$ cat src/rtl/dual_acc_mac.sv
module dual_acc_mac #(
  parameter int DW    = 16,
  parameter int GUARD = 8,
  parameter int SHMAX = 16,
  parameter int SW    = 6
) (
  input  logic                      clk,
  input  logic                      rst_n,
  input  logic [2:0]                op,
  input  logic                      acc_sel,
  input  logic [DW-1:0]             opd_x,
  input  logic [DW-1:0]             opd_y,
  input  logic                      x_signed,
  input  logic                      y_signed,
  input  logic [SW-1:0]             shift_amt,
  input  logic                      sat_en,
  input  logic                      ovf_clr,
  output logic [2*DW+GUARD-1:0]     acc_a,
  output logic [2*DW+GUARD-1:0]     acc_b,
  output logic [1:0]                ov32,
  output logic [1:0]                ov40
);
  localparam int AW = 2*DW + GUARD;
  localparam int RW = 2*DW;
  localparam int EW = DW + 1;
  localparam int PW = 2*EW;
  localparam int XW = AW + SHMAX + 1;
  localparam logic [AW-1:0] MAXV = {1'b0, {(AW-1){1'b1}}};
  localparam logic [AW-1:0] MINV = {1'b1, {(AW-1){1'b0}}};

  localparam logic [2:0] OP_CLR = 3'd1, OP_LOAD = 3'd2, OP_MAC = 3'd3,
                         OP_MSUB = 3'd4, OP_SHIFT = 3'd5;

  logic [AW-1:0] acc_q [2];
  logic [1:0] ov32_q, ov40_q;

  logic signed [EW-1:0] xw, yw;
  logic signed [PW-1:0] prod;
  assign xw   = {x_signed & opd_x[DW-1], opd_x};
  assign yw   = {y_signed & opd_y[DW-1], opd_y};
  assign prod = xw * yw;

  logic [AW-1:0] cur;
  logic signed [XW-1:0] cur_x, prod_x;
  assign cur    = acc_sel ? acc_q[1] : acc_q[0];
  assign cur_x  = {{(XW-AW){cur[AW-1]}}, cur};
  assign prod_x = {{(XW-PW){prod[PW-1]}}, prod};

  logic [SW-1:0] sh_neg, sh_mag, sh_lim;
  assign sh_neg = -shift_amt;
  assign sh_mag = shift_amt[SW-1] ? sh_neg : shift_amt;
  assign sh_lim = (sh_mag > SW'(SHMAX)) ? SW'(SHMAX) : sh_mag;

  logic signed [XW-1:0] raw;
  logic wr;
  always_comb begin
    wr  = 1'b1;
    raw = cur_x;
    case (op)
      OP_CLR:   raw = '0;
      OP_LOAD:  raw = prod_x;
      OP_MAC:   raw = cur_x + prod_x;
      OP_MSUB:  raw = cur_x - prod_x;
      OP_SHIFT: raw = shift_amt[SW-1] ? (cur_x <<< sh_lim) : (cur_x >>> sh_lim);
      default:  wr  = 1'b0;
    endcase
  end

  logic o40, o32;
  logic [AW-1:0] res;
  assign o40 = raw != {{(XW-AW){raw[AW-1]}}, raw[AW-1:0]};
  assign o32 = raw != {{(XW-RW){raw[RW-1]}}, raw[RW-1:0]};
  assign res = (sat_en && o40) ? (raw[XW-1] ? MINV : MAXV) : raw[AW-1:0];

  always_ff @(posedge clk) begin
    if (!rst_n) begin
      acc_q[0] <= '0;
      acc_q[1] <= '0;
      ov32_q   <= '0;
      ov40_q   <= '0;
    end else begin
      for (int i = 0; i < 2; i++) begin
        if (wr && acc_sel == 1'(i)) acc_q[i] <= res;
        ov32_q[i] <= (ov32_q[i] & ~(ovf_clr && acc_sel == 1'(i)))
                   | (wr && acc_sel == 1'(i) && o32);
        ov40_q[i] <= (ov40_q[i] & ~(ovf_clr && acc_sel == 1'(i)))
                   | (wr && acc_sel == 1'(i) && o40);
      end
    end
  end

  assign acc_a = acc_q[0];
  assign acc_b = acc_q[1];
  assign ov32  = ov32_q;
  assign ov40  = ov40_q;

  a_r5_clear_zero: assert property (@(posedge clk) disable iff (!rst_n)
    (op == OP_CLR && !acc_sel) |=> acc_a == '0);
  a_r2_other_stable: assert property (@(posedge clk) disable iff (!rst_n)
    !acc_sel |=> $stable(acc_b));
  a_r10_sticky: assert property (@(posedge clk) disable iff (!rst_n)
    (ov40[1] && !(ovf_clr && acc_sel)) |=> ov40[1]);
  a_r9_ov40_implies_ov32: assert property (@(posedge clk) disable iff (!rst_n)
    ov40[0] |-> ov32[0]);
  a_r8_sat_clamp: assert property (@(posedge clk) disable iff (!rst_n)
    ($rose(ov40[0]) && $past(sat_en) && !$past(acc_sel)) |-> (acc_a == MAXV || acc_a == MINV));
endmodule

$ cat config.mk
export PLATFORM = sky130hd
export DESIGN_NAME = dual_acc_mac
export DESIGN_NICKNAME = d
export VERILOG_FILES = /design/src/rtl/dual_acc_mac.sv
export SDC_FILE = /design/constraint.sdc
export NUM_CORES = 2
export LEC_CHECK = 0
export BUFFER_PORTS_ARGS = -buffer_cell sky130_fd_sc_hd__buf_2
export CAP_MARGIN = 20
export CORE_ASPECT_RATIO = 0.5
export CORE_MARGIN = 5
export CORE_UTILIZATION = 39
export CTS_BUF_LIST = sky130_fd_sc_hd__clkbuf_4 sky130_fd_sc_hd__clkbuf_8 sky130_fd_sc_hd__clkbuf_16
export CTS_CLUSTER_DIAMETER = 100
export DETAILED_ROUTE_END_ITERATION = 16
export PLACE_DENSITY_LB_ADDON = 0.3
export SYNTH_ARGS = -nofsm -noshare
export SYNTH_HDL_FRONTEND = slang
export SYNTH_SLANG_ARGS = --single-unit
$ cat constraint.sdc
create_clock -name clk -period 12.9 [get_ports clk]
set_input_delay 0 -clock clk [delete_from_list [all_inputs] [get_ports clk]]
set_output_delay 0 -clock clk [all_outputs]
set_load 0.02 [all_outputs]
==> flow_results.xml <==
<?xml version="1.0" encoding="UTF-8"?>
<metrics>
  <group name="outcome">
    <metric name="outcome" unit="">complete, no violations</metric>
  </group>
  <group name="final_layout">
    <metric name="finalNonFillerCells" unit="">4125</metric>
    <metric name="fin_nets" unit="">3747</metric>
    <metric name="post_route_cells_drive_above_1_share" unit="%">8.488</metric>
    <metric name="area_growth_syn_to_layout" unit="%">6.312</metric>
  </group>
  <group name="job">
    <metric name="maxCapViolations" unit="">0</metric>
  </group>
  <group name="worst_setup_path">
    <metric name="critical-path-top-cell-by-count" unit="">fa_1</metric>
    <metric name="crit_fanout" unit="">33</metric>
    <metric name="timing.critical_path.slowest_stage_cell" unit="">a211oi_1</metric>
    <metric name="worst_setup_path_startpoint" unit="">opd_y[15]</metric>
    <metric name="startpoint_of_the_worst_register_to_register_path" unit="">acc_q[0][68]</metric>
    <metric name="timing.critical_path.max_delay_family" unit="">adder cells</metric>
    <metric name="timing_worst_setup_path_type" unit="">in -&gt; reg</metric>
    <metric name="critical_path_buf_inv_count" unit="">4</metric>
    <metric name="timing.critical_path.slowest_cell_delay" unit="ps">900</metric>
    <metric name="critPathArrivalTime" unit="ps">11490</metric>
    <metric name="worst_ep_required_time" unit="ps">13130</metric>
    <metric name="startpoint_type" unit="">input pin</metric>
    <metric name="rrSetupSlack" unit="ps">6110</metric>
    <metric name="cp-end-kind" unit="">flop</metric>
  </group>
  <group name="global_route">
    <metric name="grt_antenna_before_repair" unit="">2</metric>
    <metric name="grt_remaining_overflow" unit="">0</metric>
    <metric name="global_route.usage.total" unit="%">26.91</metric>
    <metric name="grt_pass1_wl" unit="mm">148.7</metric>
    <metric name="via_count_of_the_first_global_routing_pass" unit="">24280</metric>
    <metric name="largest_net_degree_at_the_start_of_global_routing" unit="">74</metric>
  </group>
  <group name="synth">
    <metric name="count_of_warnings_emitted_by_yosys" unit="">0</metric>
    <metric name="most_repeated_cell_in_the_gate_level_netlist_after_synthesis" unit="">inv_1</metric>
    <metric name="synth.area.top_cells" unit="">fa_1, edfxtp_1, ha_1</metric>
    <metric name="ys_top_cells_by_count" unit="">inv_1, nand2_1, fa_1, a21oi_1, nor2_1</metric>
    <metric name="synthesis.area_per_instance" unit="µm²">7.839</metric>
    <metric name="syn-num-nets" unit="">3769</metric>
    <metric name="syn-cell-area" unit="µm²">25530</metric>
    <metric name="number_of_enable_type_register_cells_in_the_synthesized_netlist" unit="">80</metric>
    <metric name="synthFlopType" unit="">edfxtp_1</metric>
    <metric name="synth_largest_type_area_fraction" unit="%">23.37</metric>
    <metric name="synth_cell_types" unit="">99</metric>
    <metric name="ys_seq_elements" unit="">84</metric>
    <metric name="synthArstFlopShare" unit="%">0</metric>
    <metric name="yosysTopAreaCell" unit="">fa_1</metric>
    <metric name="yosysSeqAreaShare" unit="%">9.723</metric>
    <metric name="synth_cells" unit="">3257</metric>
  </group>
  <group name="placed_design">
    <metric name="gp_congestion" unit="">1.000</metric>
    <metric name="dpl.cell_count" unit="">4106</metric>
    <metric name="post-dp-hpwl" unit="mm">77.11</metric>
    <metric name="numPortBuffers" unit="">131</metric>
  </group>
  <group name="timing">
    <metric name="timing.final.max_slew_violations" unit="">0</metric>
    <metric name="timing.max_slew.rel_slack" unit="%">28.31</metric>
    <metric name="timing.final.crit_share" unit="%">87.28</metric>
    <metric name="tightest_slew" unit="ps">1075</metric>
    <metric name="period_needed" unit="ps">11260</metric>
    <metric name="rsz0062_at_grt" unit="">false</metric>
    <metric name="max_clock_freq" unit="MHz">88.82</metric>
    <metric name="hold_viol" unit="">0</metric>
    <metric name="setup-tns-final" unit="ps">0</metric>
    <metric name="setup_viol_count_final" unit="">0</metric>
    <metric name="timing.clock.skew" unit="ps">20.99</metric>
  </group>
  <group name="clock_tree">
    <metric name="cts_inserted_buffers" unit="">9</metric>
    <metric name="htree_levels" unit="">3</metric>
    <metric name="clock_tree.buffer_depth" unit="">2</metric>
    <metric name="cts_hold_buf" unit="">2</metric>
    <metric name="clock_sink_count" unit="">84</metric>
    <metric name="ctsRootBufferMaster" unit="">clkbuf_16</metric>
    <metric name="cts_tree" unit="">yes</metric>
    <metric name="cts.repair_timing.setup_buffer_count" unit="">0</metric>
    <metric name="worstSkewPairLatency" unit="ps">390</metric>
    <metric name="cts.repair.resized" unit="">0</metric>
    <metric name="cts.reportedPaths.clkPinSlew" unit="ps">60</metric>
  </group>
  <group name="floorplanning">
    <metric name="initial_core_util" unit="%">39.34</metric>
    <metric name="chipHeight" unit="µm">190.9</metric>
    <metric name="floorplan.rows" unit="">66</metric>
    <metric name="core_area" unit="µm²">64910</metric>
    <metric name="fp.dieArea" unit="µm²">70990</metric>
    <metric name="die_width" unit="µm">371.8</metric>
    <metric name="top_level_ports" unit="">132</metric>
  </group>
  <group name="detailed_routing">
    <metric name="drt_iter0_drcs" unit="">3365</metric>
    <metric name="drt-total-wl" unit="mm">97.94</metric>
    <metric name="drt.antenna.violating_nets" unit="">0</metric>
    <metric name="drt_pass1_iterations" unit="">7</metric>
    <metric name="route.vias.total" unit="">25370</metric>
    <metric name="avgViaCountPerCell" unit="">6.151</metric>
    <metric name="drc_violations_left" unit="">0</metric>
    <metric name="routed_wire_length_per_instance" unit="µm">23.74</metric>
  </group>
  <group name="min_path">
    <metric name="worstHoldStart" unit="">ovf_clr</metric>
    <metric name="class_of_the_tightest_hold_or_removal_check" unit="">in -&gt; reg</metric>
  </group>
</metrics>
worst paths after layout:
kind,endpoint,cells after the start
setup / recovery,acc_q[0][74],37
hold reg to reg,ov32[1],1
setup reg to reg,acc_q[0][74],16
hold / removal,ov32[0],3
logic make-up (layout without fill, tap and decap cells):
group           after synthesis  count (layout)  share of synthesized area (%)
compound gates              946             946                          24.14
xor+xnor                     71              71                          2.465
fa+ha+maj                   464             464                          31.50
buf+inv                     635             618                          9.884
flops                        84              84                          9.723
mux                         113             113                          5.033
other cells                   0               1                              0
simple gates                944             944                          17.25
registers in the layout, summed over array words and instances (netlist names):
register and count:
acc_q 80, ov32 2, ov40 2
stage by stage:
stage | area (µm²) | worst slack (ps) | hold WS (ps) | util, %
after CTS | 27140 | 1718 | 12.90 | 41.82
final | 27140 | 1641 | 17.89 | 41.82
after detailed placement | 26800 | 1389 | 370.2 | 41.29
after global routing | 27140 | 1158 | 41.94 | 41.82
after floorplan | 25530 | 3838 | 132.4 | -
after global placement | 26770 | 1711 | 371.9 | 41.25
per-layer routing:
metal / routed length (µm) / track usage (%) / vias up
li1: - / - / 11250
met4: 2884 / 7.347 / 2
met2: 42770 / 41.22 / 1420
met3: 10090 / 5.501 / 211
met1: 42190 / 38.66 / 12490
met5: 14 / 0 / -
worst register-to-register path, cell delays in order (launching register included):
cell       delay [ps]
edfxtp_1          420
mux2i_1           430
clkinv_1          620
ha_1              700
nor4_1            400
and4_1            310
and3_1            210
nand2_1            70
a21oi_1           190
o31ai_1           110
a2bb2oi_1         130
nor3b_1           710
nand2_1           290
a31o_2            330
nand2b_2          610
a211oi_1          910
a31o_2            230
placed cells by master (no fill, tap or decap), types with 11 or more instances in the layout:
cell and n:
ha_1 166, fa_1 298, o31ai_1 33, a211oi_1 46, and2_1 130, mux2i_1 78
xor2_1 13, a22oi_1 19, o221ai_1 23, nor2_1 256, a221oi_1 18, a31oi_1 53
o21ai_0 178, nor4_1 14, o22ai_1 40, buf_2 132, nor2b_1 15, o21a_1 17
inv_1 418, nand3_1 51, o21bai_1 27, and3_1 16, a21o_1 35, buf_4 45
a21oi_1 264, xnor2_1 55, edfxtp_1 80, nor3_1 49, nand4_1 16, nand2b_1 14
mux2_2 23, or2_2 13, nand2_1 324, a221o_1 11, o211ai_1 48
area by class of cell:
cell class                 count  area, µm²
fill                        6713      37760
multi-input combinational   2538      20610
timing repair buffer         180       1039
antenna                        1      2.502
tap                          884       1106
clock inverter                 7      98.84
inverter                     422       1584
sequential                    84       2482
clock buffer                   9      225.2
Power is left out: the tool's default activity adds up to more than one toggle a clock period on the data nets, which glitch-free logic cannot reach.
